## src/rtl/stall_tmo_pkg.sv

```systemverilog
package stall_tmo_pkg;
  typedef enum logic [1:0] {
    ADDR_CTRL = 2'd0,
    ADDR_DIV  = 2'd1,
    ADDR_STAT = 2'd2,
    ADDR_MASK = 2'd3
  } reg_addr_e;

  localparam int unsigned TMO_BIT = 7;
endpackage

```

## src/rtl/stall_tmo_prescaler.sv

```systemverilog
module stall_tmo_prescaler #(
  parameter int unsigned PRE_W = 14,
  parameter int unsigned DIV_W = 4
) (
  input  logic             clk,
  input  logic             rst,
  input  logic             run,
  input  logic [DIV_W-1:0] shift,
  output logic             tick
);
  logic [PRE_W-1:0] cnt_q;
  logic [PRE_W:0]   full;
  logic [PRE_W:0]   span;

  // Terminal value of the divider: 2^shift - 1
  always_comb begin
    full = (PRE_W+1)'(1) << shift;
    span = full - (PRE_W+1)'(1);
    tick = run && (cnt_q == span[PRE_W-1:0]);
  end

  always_ff @(posedge clk) begin
    if (rst || !run) begin
      cnt_q <= '0;
    end else if (tick) begin
      cnt_q <= '0;
    end else begin
      cnt_q <= cnt_q + PRE_W'(1);
    end
  end
endmodule

```

## src/rtl/stall_tmo_counter.sv

```systemverilog
module stall_tmo_counter #(
  parameter int unsigned CNT_W = 15
) (
  input  logic             clk,
  input  logic             rst,
  input  logic             run,
  input  logic             tick,
  input  logic [CNT_W-1:0] limit,
  output logic             expire
);
  logic [CNT_W-1:0] cnt_q;

  assign expire = run && (cnt_q == limit);

  // Holds at the limit once reached, so the flag keeps being set while stalled
  always_ff @(posedge clk) begin
    if (rst || !run) begin
      cnt_q <= '0;
    end else if (tick && !expire) begin
      cnt_q <= cnt_q + CNT_W'(1);
    end
  end
endmodule

```

## src/rtl/stall_tmo_regs.sv

```systemverilog
module stall_tmo_regs
  import stall_tmo_pkg::*;
#(
  parameter int unsigned CNT_W   = 15,
  parameter int unsigned DATA_W  = CNT_W + 1,
  parameter int unsigned PRE_MAX = CNT_W - 1,
  parameter int unsigned DIV_W   = $clog2(PRE_MAX + 1)
) (
  input  logic              clk,
  input  logic              rst,
  input  logic              wr_en,
  input  logic [1:0]        wr_addr,
  input  logic [DATA_W-1:0] wr_data,
  input  logic [1:0]        rd_addr,
  input  logic [DATA_W-1:0] evt,
  input  logic              expire,
  output logic [DATA_W-1:0] rd_data,
  output logic              en,
  output logic [CNT_W-1:0]  limit,
  output logic [DIV_W-1:0]  shift,
  output logic [DATA_W-1:0] mask,
  output logic              timeout,
  output logic              irq
);
  localparam logic [DATA_W-1:0] TMO_ONEHOT = DATA_W'(1) << TMO_BIT;

  logic [DATA_W-1:0] ctrl_q;
  logic [DIV_W-1:0]  div_q;
  logic [DATA_W-1:0] stat_q;
  logic [DATA_W-1:0] mask_q;
  logic              irq_q;
  logic [DATA_W-1:0] rd_q;

  logic              wr_ctrl, wr_div, wr_stat, wr_mask;
  logic [DIV_W-1:0]  div_in;
  logic [DATA_W-1:0] stat_set, stat_clr, stat_d;

  always_comb begin
    wr_ctrl = wr_en && (reg_addr_e'(wr_addr) == ADDR_CTRL);
    wr_div  = wr_en && (reg_addr_e'(wr_addr) == ADDR_DIV);
    wr_stat = wr_en && (reg_addr_e'(wr_addr) == ADDR_STAT);
    wr_mask = wr_en && (reg_addr_e'(wr_addr) == ADDR_MASK);
    div_in  = (32'(wr_data[DIV_W-1:0]) > PRE_MAX) ? DIV_W'(PRE_MAX)
                                                  : wr_data[DIV_W-1:0];
    stat_set = (evt & ~TMO_ONEHOT) | (expire ? TMO_ONEHOT : '0);
    stat_clr = wr_stat ? wr_data : '0;
    stat_d   = (stat_q & ~stat_clr) | stat_set;
  end

  always_ff @(posedge clk) begin
    if (rst) begin
      ctrl_q <= '0;
      div_q  <= '0;
      stat_q <= '0;
      mask_q <= '0;
      irq_q  <= 1'b0;
      rd_q   <= '0;
    end else begin
      if (wr_ctrl) ctrl_q <= wr_data;
      if (wr_div)  div_q  <= div_in;
      if (wr_mask) mask_q <= wr_data;
      stat_q <= stat_d;
      irq_q  <= |(stat_q & mask_q);
      case (reg_addr_e'(rd_addr))
        ADDR_CTRL: rd_q <= ctrl_q;
        ADDR_DIV:  rd_q <= DATA_W'(div_q);
        ADDR_STAT: rd_q <= stat_q;
        default:   rd_q <= mask_q;
      endcase
    end
  end

  assign rd_data = rd_q;
  assign en      = ctrl_q[DATA_W-1];
  assign limit   = ctrl_q[CNT_W-1:0];
  assign shift   = div_q;
  assign mask    = mask_q;
  assign timeout = stat_q[TMO_BIT];
  assign irq     = irq_q;
endmodule

```

## src/rtl/stall_tmo_timer.sv

```systemverilog
module stall_tmo_timer
  import stall_tmo_pkg::*;
#(
  parameter int unsigned CNT_W   = 15,
  parameter int unsigned DATA_W  = CNT_W + 1,
  parameter int unsigned PRE_MAX = CNT_W - 1,
  parameter int unsigned DIV_W   = $clog2(PRE_MAX + 1)
) (
  input  logic              clk,
  input  logic              rst,
  input  logic              stall_i,
  input  logic [DATA_W-1:0] evt_i,
  input  logic              wr_en_i,
  input  logic [1:0]        wr_addr_i,
  input  logic [DATA_W-1:0] wr_data_i,
  input  logic [1:0]        rd_addr_i,
  output logic [DATA_W-1:0] rd_data_o,
  output logic              timeout_o,
  output logic              irq_o
);
  logic              ctrl_en;
  logic [CNT_W-1:0]  ctrl_limit;
  logic [DIV_W-1:0]  div_val;
  logic [DATA_W-1:0] irq_mask;
  logic              run, tick, expire;

  assign run = stall_i && ctrl_en;

  stall_tmo_prescaler #(.PRE_W(PRE_MAX), .DIV_W(DIV_W)) u_pre (
    .clk(clk), .rst(rst), .run(run), .shift(div_val), .tick(tick)
  );

  stall_tmo_counter #(.CNT_W(CNT_W)) u_cnt (
    .clk(clk), .rst(rst), .run(run), .tick(tick),
    .limit(ctrl_limit), .expire(expire)
  );

  stall_tmo_regs #(
    .CNT_W(CNT_W), .DATA_W(DATA_W), .PRE_MAX(PRE_MAX), .DIV_W(DIV_W)
  ) u_regs (
    .clk(clk), .rst(rst),
    .wr_en(wr_en_i), .wr_addr(wr_addr_i), .wr_data(wr_data_i),
    .rd_addr(rd_addr_i), .evt(evt_i), .expire(expire),
    .rd_data(rd_data_o), .en(ctrl_en), .limit(ctrl_limit),
    .shift(div_val), .mask(irq_mask), .timeout(timeout_o), .irq(irq_o)
  );
endmodule

```

## config.mk

```make
export PLATFORM = sky130hd
export DESIGN_NAME = stall_tmo_timer
export DESIGN_NICKNAME = d
export VERILOG_FILES = /design/src/rtl/stall_tmo_pkg.sv /design/src/rtl/stall_tmo_prescaler.sv /design/src/rtl/stall_tmo_counter.sv /design/src/rtl/stall_tmo_regs.sv /design/src/rtl/stall_tmo_timer.sv
export SDC_FILE = /design/constraint.sdc
export NUM_CORES = 1
export LEC_CHECK = 0
export BUFFER_PORTS_ARGS = -buffer_cell sky130_fd_sc_hd__buf_2
export CORE_MARGIN = 2
export CORE_UTILIZATION = 51
export CTS_BUF_LIST = sky130_fd_sc_hd__clkbuf_4 sky130_fd_sc_hd__clkbuf_8 sky130_fd_sc_hd__clkbuf_16
export DETAILED_ROUTE_END_ITERATION = 7
export PLACE_DENSITY = 0.71
export SETUP_SLACK_MARGIN = 0.5
export SYNTH_ARGS = -nofsm -noshare
export SYNTH_HDL_FRONTEND = slang
export SYNTH_SLANG_ARGS = --single-unit
```

## constraint.sdc

```tcl
create_clock -name clk -period 4.3 [get_ports clk]
set_clock_uncertainty 0.05 [all_clocks]
set_input_delay 0.215 -clock clk [delete_from_list [all_inputs] [get_ports clk]]
set_output_delay 0.215 -clock clk [all_outputs]
set_load 0.02 [all_outputs]
```

==> results.txt, run 1 <==
* R2R Setup Slk: 0.86 ns
- The first global-routing pass estimated 18600 um of wire.
- After global routing the overflow that remains totals 0.
- Yosys instantiated no cell more often than sky130_fd_sc_hd__nand2_1.
* Crit path buf inv count: 0
* # IOs: 58
* Routed via count divided by cell count: 5.68
- Dividing the final minimum period by the clock period gives 80.0%.
* Number of buffers created by CTS: 9
- The count of buffers added on input and output ports is 56.
- After synthesis, the most frequently instantiated cells are sky130_fd_sc_hd__nand2_1 (101), sky130_fd_sc_hd__dfxtp_1 (98), sky130_fd_sc_hd__a21oi_1 (74), sky130_fd_sc_hd__nor2_1 (71), sky130_fd_sc_hd__clkbuf_1 (26).
* Switching share of power: 25.6%
- Area growth from synthesis to layout: 10.5%
- The critical path is of the flip-flop to flip-flop type.
* Core Footprint: 8760 um^2
- On the worst path, the slowest cell contributes a delay of 0.64 ns.
* Min-Delay Startpoint: evt_i[11]
- The top cell type by area accounts for 42.6% of the synthesized area.
- Required time of the critical path: 4.53 ns
- Y dimension of the die: 99.1 um
- Total Wirelength: 11100 um
- In this run the worst setup path terminates at u_cnt.cnt_q[9].
- Number of hold violations in the final report: 0
* Data arrival, critical path: 3.67 ns
- Hold Path Stages: 3
- Instance count of the mapped netlist: 567
* Via count of the routed design: 4058
* Count of standard-cell rows: 34
- Die area: 9810 um^2
* Layout cell share with drive strength beyond 1: 14.0%
- FILL cells: 825
- The H-tree generated during clock tree synthesis spans 3 levels.
- Worst slew slack as a fraction of its limit: 20.1%
* Drt first-iter violations: 185
- A synthesized cell averages 8.13 um^2.
* Setup TNS: 0 ns
- Number of flip-flops and latches in the synthesized netlist: 98
- Seq/Total Area, Yosys: 42.6%
- Final setup violation count: 0
- The net count of the finished layout is 645.
- The detail route stage leaves a number of antenna-violating nets equal to 0.
* FFs w/ async S/R, synth: 0%
- Terminus of the critical flop-to-flop path: u_cnt.cnt_q[9]
- The number of antenna violations at the first check in global routing is 0.
* Clock Path Buffers: 2
* Shortest clock period the worst path allows after layout: 3.44 ns
* Cell at the root of the clock tree: sky130_fd_sc_hd__clkbuf_8
- Cell at the slowest stage of the critical path: sky130_fd_sc_hd__dfxtp_1
* Clock latency at the later pin of the worst-skew pair: 0.36 ns
* Number of diodes: 0
* Reg clk slew, reported paths: 0.10 ns
* Cell class contributing the biggest share of worst-path delay: simple AND/OR/NAND/NOR gates
- Clock power share: 35.0%
* Critical Path Source: u_regs.shift[0]
- Number of detailed-route iterations in the first pass: 5
* Combinational group share of total power: 9.6%
- Startpoint of the most critical register-to-register path: u_regs.shift[0]
- Dominant cells by area after synthesis: sky130_fd_sc_hd__dfxtp_1 (43%), sky130_fd_sc_hd__nand2_1 (8.2%), sky130_fd_sc_hd__a21oi_1 (8.0%), sky130_fd_sc_hd__nor2_1 (5.8%), sky130_fd_sc_hd__xor2_1 (4.6%)
- In this run the power density over the cells is 340 nW/um^2.
- Detailed placement ended at an HPWL of 7670 um.
- For this run, the top clock speed supported by timing is 291 MHz.
* Remaining DRCs: 0
- Class of the tightest hold or removal check: input port to flip-flop
- Sequential cells burn 55.3% of the power.
- Once the clock tree was built, the setup fixing pass inserted 0 buffers.
- Clock sink count: 98
* GR Util All Layers: 23.2%
- The Yosys step of the flow raised 0 warnings.
- Length in cells of the worst reg-to-reg path: 10
* Setup crit start kind: flip-flop
* Synth area leader: sky130_fd_sc_hd__dfxtp_1
* Worst Setup End Kind: flip-flop
- VDD IR-drop max: 0.000168 V
- Yosys mapped a number of flops with a built-in enable equal to 0.
- Internal: 1.29 mW
- Switching power: 443 uW
- Vias in the first global route: 3862
* Total power: 1.73 mW
- Detailed-route wire length per cell: 15.6 um
* Slew at the pin closest to its max-slew limit: 1.19 ns
- Setup repair after global routing missed its margin: no
- Pleak: 2.01 nW
- Cell Area, Synth: 4610 um^2
* Run status: finished, final reports clean
- Post-synthesis net count: 610
* Worst path depth: 10
* Count of unique library cells instantiated by Yosys: 55
* Ordered cell list for the critical path: nor2_1 > nand2_1 > ha_1 > xnor2_2 > mux2i_1 > o41ai_1 > nand4_1 > or2_1 > or4_1 > a21oi_1
* TritonCTS clock tree: built
- The max-slew violation count is 0.
- Across all hold checks on the routed design, the worst slack comes to 0.00536 ns.
* X dimension of the die: 99.1 um
- Once the floorplan was initialized, standard cells occupied 52.6% of the core.
- Last weighted congestion value of the routability-driven placer: 0.814
* Pin count of the biggest net entering global routing: 72
- Of all nets on the critical path, the largest fanout is 24.
- Synth Flop Type: sky130_fd_sc_hd__dfxtp_1
- Max Cap Violations: 0
## worst min-delay path: cells and delay by family
family                 cells  cell delay [ns]
AOI/OAI and AO/OA          1             0.03
buffers and inverters      1             0.08
and+or+nand+nor            1             0.06
## flip-flops by register name, indices dropped and copies added (netlist names)
name / count
u_cnt.cnt_q: 15
u_pre.cnt_q: 14
u_regs.ctrl_q: 16
u_regs.irq: 1
u_regs.mask: 16
u_regs.rd_data: 16
u_regs.shift: 4
u_regs.stat_q: 16
## worst min-delay path by stage
stage,to,slack (ns)
5_1_grt,u_regs.stat_q[6],0.002
3_3_place_gp,u_regs.stat_q[11],0.37
6_report,u_regs.stat_q[11],0.005
4_1_cts,u_regs.stat_q[3],0.0000003
2_1_floorplan,u_regs.stat_q[0],0.28
3_5_place_dp,u_regs.stat_q[6],0.38
## area by class of cell
class / instances / area [um^2] / area share (%)
Multi-Input combinational cell: 427 / 2450 / 48.2
Sequential cell: 98 / 1960 / 38.6
Timing Repair Buffer: 61 / 323 / 6.34
Clock buffer: 10 / 138 / 2.70
Tap cell: 108 / 135 / 2.65
Clock inverter: 5 / 60.1 / 1.18
Inverter: 5 / 18.8 / 0.369
## power by group through the flow
stage / clock, mW / combinational [mW] / sequential [mW]
finish: 0.607 / 0.167 / 0.958
floorplan: 0 / 0.111 / 0.978
CTS: 0.616 / 0.167 / 0.958
global route: 0.652 / 0.186 / 0.963
detailed placement: 0 / 0.165 / 0.979
global placement: 0 / 0.160 / 0.978
## per-stage QoR
step / cells / util [%] / setup slack, ns / instance area [um^2]
floorplan: 567 / - / 1.27 / 4610
global placement: 697 / 55.6 / 0.932 / 4870
detailed placement: 697 / 55.6 / 0.775 / 4870
CTS: 714 / 58.1 / 0.739 / 5090
global route: 714 / 58.1 / 0.545 / 5090
finish: 714 / 58.1 / 0.861 / 5090
## layer usage
layer | part of all wire (%) | vias up | track usage, %
li1 | - | 2015 | -
met1 | 46 | 1923 | 32.2
met2 | 47 | 103 | 37.5
met3 | 5.0 | 17 | 4.18
met4 | 1.6 | 0 | 5.90
met5 | 0 | - | 0
## what timing repair did
item | CTS | global route
hold buffers | 2 | 0
gates resized for setup | 0 | 1
endpoints found under the hold margin | 2 | 0
endpoints found under the setup margin | 0 | 1
## kinds of logic after synthesis
group	synth area share [%]
multiplexers	5.65
AND/OR/NAND/NOR	24.9
XOR/XNOR	6.81
adder cells (fa/ha/maj)	0.814
buffers and inverters	4.29
flip-flops	42.6
AO/OA/AOI/OAI	14.9
## layout by cell type (no fill, tap or decap), drive strengths merged, types with 2 or more instances in the layout
cell | Yosys | final
a21oi | 74 | 74
a22oi | 3 | 3
and2 | 6 | 6
nand2 | 101 | 101
inv | 5 | 7
mux4 | 4 | 4
ha | 3 | 3
or2 | 2 | 2
mux2i | 17 | 17
clkbuf | 28 | 10
a221oi | 3 | 3
or4 | 3 | 3
o211ai | 5 | 5
o21ai | 13 | 13
o21a | 3 | 3
nor4 | 6 | 6
nor2b | 4 | 4
xnor2 | 11 | 11
and3 | 8 | 8
nand3 | 20 | 20
xor2 | 24 | 24
nor3 | 4 | 4
dfxtp | 98 | 98
nand4bb | 2 | 2
a21o | 2 | 2
a22o | 3 | 3
dlygate4sd3 | 0 | 2
nand3b | 2 | 2
nor2 | 71 | 71
buf | 9 | 59
nand4 | 7 | 7
or3 | 11 | 11
Power figures use the tool's default switching activity.
==> run 2: changes to the inputs <==
ABC_AREA = 1   (was unset)
PLACE_DENSITY = 0.7   (was 0.71)
clock period = 3.3 ns   (was 4.3 ns; I/O delays follow)
==> run 2 against run 1 <==
  * Core utilization increased by 2.0 points
  * Clock power is 27% higher
  * Sequential share of layout area fell by 2.7 points
  * Register-to-register slack worse by 0.11 ns
  * Highest routed layer unchanged
  * Fmax grew 35%
  * Via count increased by 12%
  * Combinational power increased by 70%
  * Sequential cell count stayed put
  * Wire length increased by 3.6%
==> results.txt, run 2 <==
* Synth area leader: sky130_fd_sc_hd__dfxtp_1
* Post-route clock period utilization: 77.4%
* Number of detailed-route iterations in the first pass: 5
- Setup repair after global routing missed its margin: no
* Avg Cell Area, Syn: 6.79 um^2
- Final #Nets: 808
- Total power: 2.32 mW
- Dominant cells by area after synthesis: sky130_fd_sc_hd__dfxtp_1 (42%), sky130_fd_sc_hd__nand2_1 (12%), sky130_fd_sc_hd__inv_1 (9.5%), sky130_fd_sc_hd__a21oi_1 (7.3%), sky130_fd_sc_hd__o21ai_0 (7.2%)
* Post-layout worst setup margin: 0.747 ns
- Max Cap Violations: 0
* Hold WS: 0.0136 ns
- Run status: finished, final reports clean
* Cell at the root of the clock tree: sky130_fd_sc_hd__clkbuf_8
- Vias in the first global route: 4267
* Critical path peak fanout: 14
- Detailed placer's ending HPWL: 8320 um
- Top post-synthesis cells by count: sky130_fd_sc_hd__nand2_1 (146), sky130_fd_sc_hd__inv_1 (120), sky130_fd_sc_hd__dfxtp_1 (98), sky130_fd_sc_hd__a21oi_1 (69), sky130_fd_sc_hd__o21ai_0 (68)
* Synth Flop Type: sky130_fd_sc_hd__dfxtp_1
- Count of synthesis-stage warnings from yosys: 0
- Counting flops with a built-in enable in the synthesized netlist gives 0.
- Number of diodes: 0
- For the finished layout, the period the worst path requires is 2.55 ns.
- The detail route stage leaves a number of antenna-violating nets equal to 0.
- For this configuration, the core starts out at a cell density of 51.9%.
* Pleak: 2.48 nW
- X dimension of the die: 100 um
* Data arrival, critical path: 2.76 ns
- Wire length of the first global-routing pass: 19500 um
- Relative to the synthesized area, the layout overhead comes to 15.9%.
* Number of max-slew violations in the final report: 0
- Number of flip-flops and latches in the synthesized netlist: 98
* Number of port buffers: 56
- For this design the ratio of total power to cell area is 424 nW/um^2.
* Last weighted congestion value of the routability-driven placer: 0.870
- VDD IR-drop max: 0.000274 V
- Worst Setup End Kind: flip-flop
- Setup crit start kind: flip-flop
* Remaining global-route overflow: 0
- The synthesized design devotes to its leading area cell type 41.5% of total area.
- Slew at the pin closest to its max-slew limit: 0.988 ns
- Leading cell type in the layout, fill and taps excluded: sky130_fd_sc_hd__nand2_1
- GR Util All Layers: 24.0%
- In this run the deepest clock path goes through 2 buffers.
- The region available for standard cell placement spans 9110 um^2.
* Required time of the critical path: 3.50 ns
* Clock sink count: 98
* Worst slew slack as a fraction of its limit: 33.9%
- Count of standard-cell rows: 35
- The number of antenna violations at the first check in global routing came to 0.
- Via count of the routed design: 4532
- Seq/Total Area, Yosys: 41.5%
- Post-CTS setup buffer count: 0
* # IOs: 58
- Reg clk slew, reported paths: 0.10 ns
* Number of buffers created by CTS: 9
- Instance count of the mapped netlist: 696
* Routed via count divided by cell count: 5.14
- Setup TNS: 0 ns
- In the final routed layout, each cell accounts on average for 13.1 um.
- Highest-count cells in the layout ignoring fill and taps: sky130_fd_sc_hd__nand2_1 (146), sky130_fd_sc_hd__inv_1 (120), sky130_fd_sc_hd__dfxtp_1 (97)
- Count of unique library cells instantiated by Yosys: 36
- Cell Area, Synth: 4720 um^2
- In the synthesized netlist the async set-or-reset flop fraction comes to 0%.
- Final setup violation count: 0
- Remaining DRCs: 0
- Worst setup path category: flip-flop to flip-flop
- After detailed routing, the total wire length is 11500 um.
* Post-synthesis net count: 739
* Number of hold violations in the final report: 0
* Most frequent cell after synthesis: sky130_fd_sc_hd__nand2_1
- Layout cell share with drive strength beyond 1: 12.5%
- Placement-stage worst setup slack: 0.613 ns
* Depth of the CTS H-tree: 3
- Top achievable clock speed: 392 MHz
* Y dimension of the die: 100 um
- Die area: 10100 um^2
* Class of the tightest hold or removal check: input port to flip-flop
* Clock latency at the later pin of the worst-skew pair: 0.36 ns
* Drt first-iter violations: 216
- TritonCTS clock tree: built
* Pin count of the biggest net entering global routing: 53
run 2: changes by cell type after synthesis, sizes merged, moves of 10 or more:
cell / delta
nand2: +47
o21ai: +58
inv: +120
xnor2: -11
xor2: -12
nor3: +10
clkbuf: -13
mux2i: -17
or3: -11
run 2: layout make-up:
type / count / area (um^2)
Clock buffer: 9 / 124
Clock inverter: 7 / 71.3
Fill cell: 892 / 3630
Inverter: 127 / 477
Multi-Input combinational cell: 450 / 2200
Sequential cell: 98 / 1960
Tap cell: 111 / 139
Timing Repair Buffer: 79 / 500
run 2: power by group:
part / total [mW] / internal (mW) / switching, mW
combinational: 0.284 / 0.109 / 0.175
sequential: 1.26 / 1.23 / 0.0336
clock: 0.772 / 0.298 / 0.474
total: 2.32 / 1.64 / 0.683
run 2: routing by layer:
metal / wire length, um / track usage [%]
met4: 123 / 6.85
met3: 460 / 3.48
met2: 5380 / 40.2
met5: 0 / 0
met1: 5570 / 32.2
run 2: repair_timing:
action,4_1_cts,5_1_grt
hold buffers,19,0
gates resized for setup,0,1
hold endpoints to repair,19,0
setup endpoints to repair,0,13
run 2: cells by family after synthesis:
logic type | synth area share [%]
AND/OR/NAND/NOR | 24.5
adder cells (fa/ha/maj) | 0.795
AO/OA/AOI/OAI | 19.0
buffers and inverters | 12.0
flip-flops | 41.5
XOR/XNOR | 2.22
run 2: path summary, 6_finish.rpt:
| path | from | end | slack, ns | cells past startpoint |
|---|---|---|---|---|
| setup / recovery | u_regs.shift[2] | u_cnt.cnt_q[4] | 0.75 | 15 |
| hold reg to reg | u_regs.stat_q[14] | u_regs.stat_q[14] | 0.43 | 2 |
| hold / removal | wr_data_i[13] | u_regs.ctrl_q[13] | 0.01 | 3 |
| setup reg to reg | u_regs.shift[2] | u_cnt.cnt_q[4] | 0.75 | 15 |
run 2: per-stage QoR:
stage / instance area (um^2) / util (%) / std cells
2_1_floorplan: 4720 / - / 696
3_3_place_gp: 5090 / 55.9 / 846
3_5_place_dp: 5090 / 55.9 / 846
4_1_cts: 5470 / 60.1 / 881
5_1_grt: 5480 / 60.1 / 881
6_report: 5480 / 60.1 / 881
run 2: critical path, cell delays in order, from the launching register on:
cell and delay [ns]:
sky130_fd_sc_hd__dfxtp_1 0.55, sky130_fd_sc_hd__nor2_1 0.13, sky130_fd_sc_hd__nand3_1 0.09, sky130_fd_sc_hd__ha_1 0.24, sky130_fd_sc_hd__inv_1 0.10, sky130_fd_sc_hd__nand2_1 0.07, sky130_fd_sc_hd__nand2_1 0.05, sky130_fd_sc_hd__nand2_1 0.05
sky130_fd_sc_hd__nand2_1 0.05, sky130_fd_sc_hd__nor2_1 0.08, sky130_fd_sc_hd__nand2_1 0.10, sky130_fd_sc_hd__nor2_4 0.19, sky130_fd_sc_hd__nand3_4 0.19, sky130_fd_sc_hd__nor2_1 0.25, sky130_fd_sc_hd__xor2_1 0.18, sky130_fd_sc_hd__nor2_1 0.06
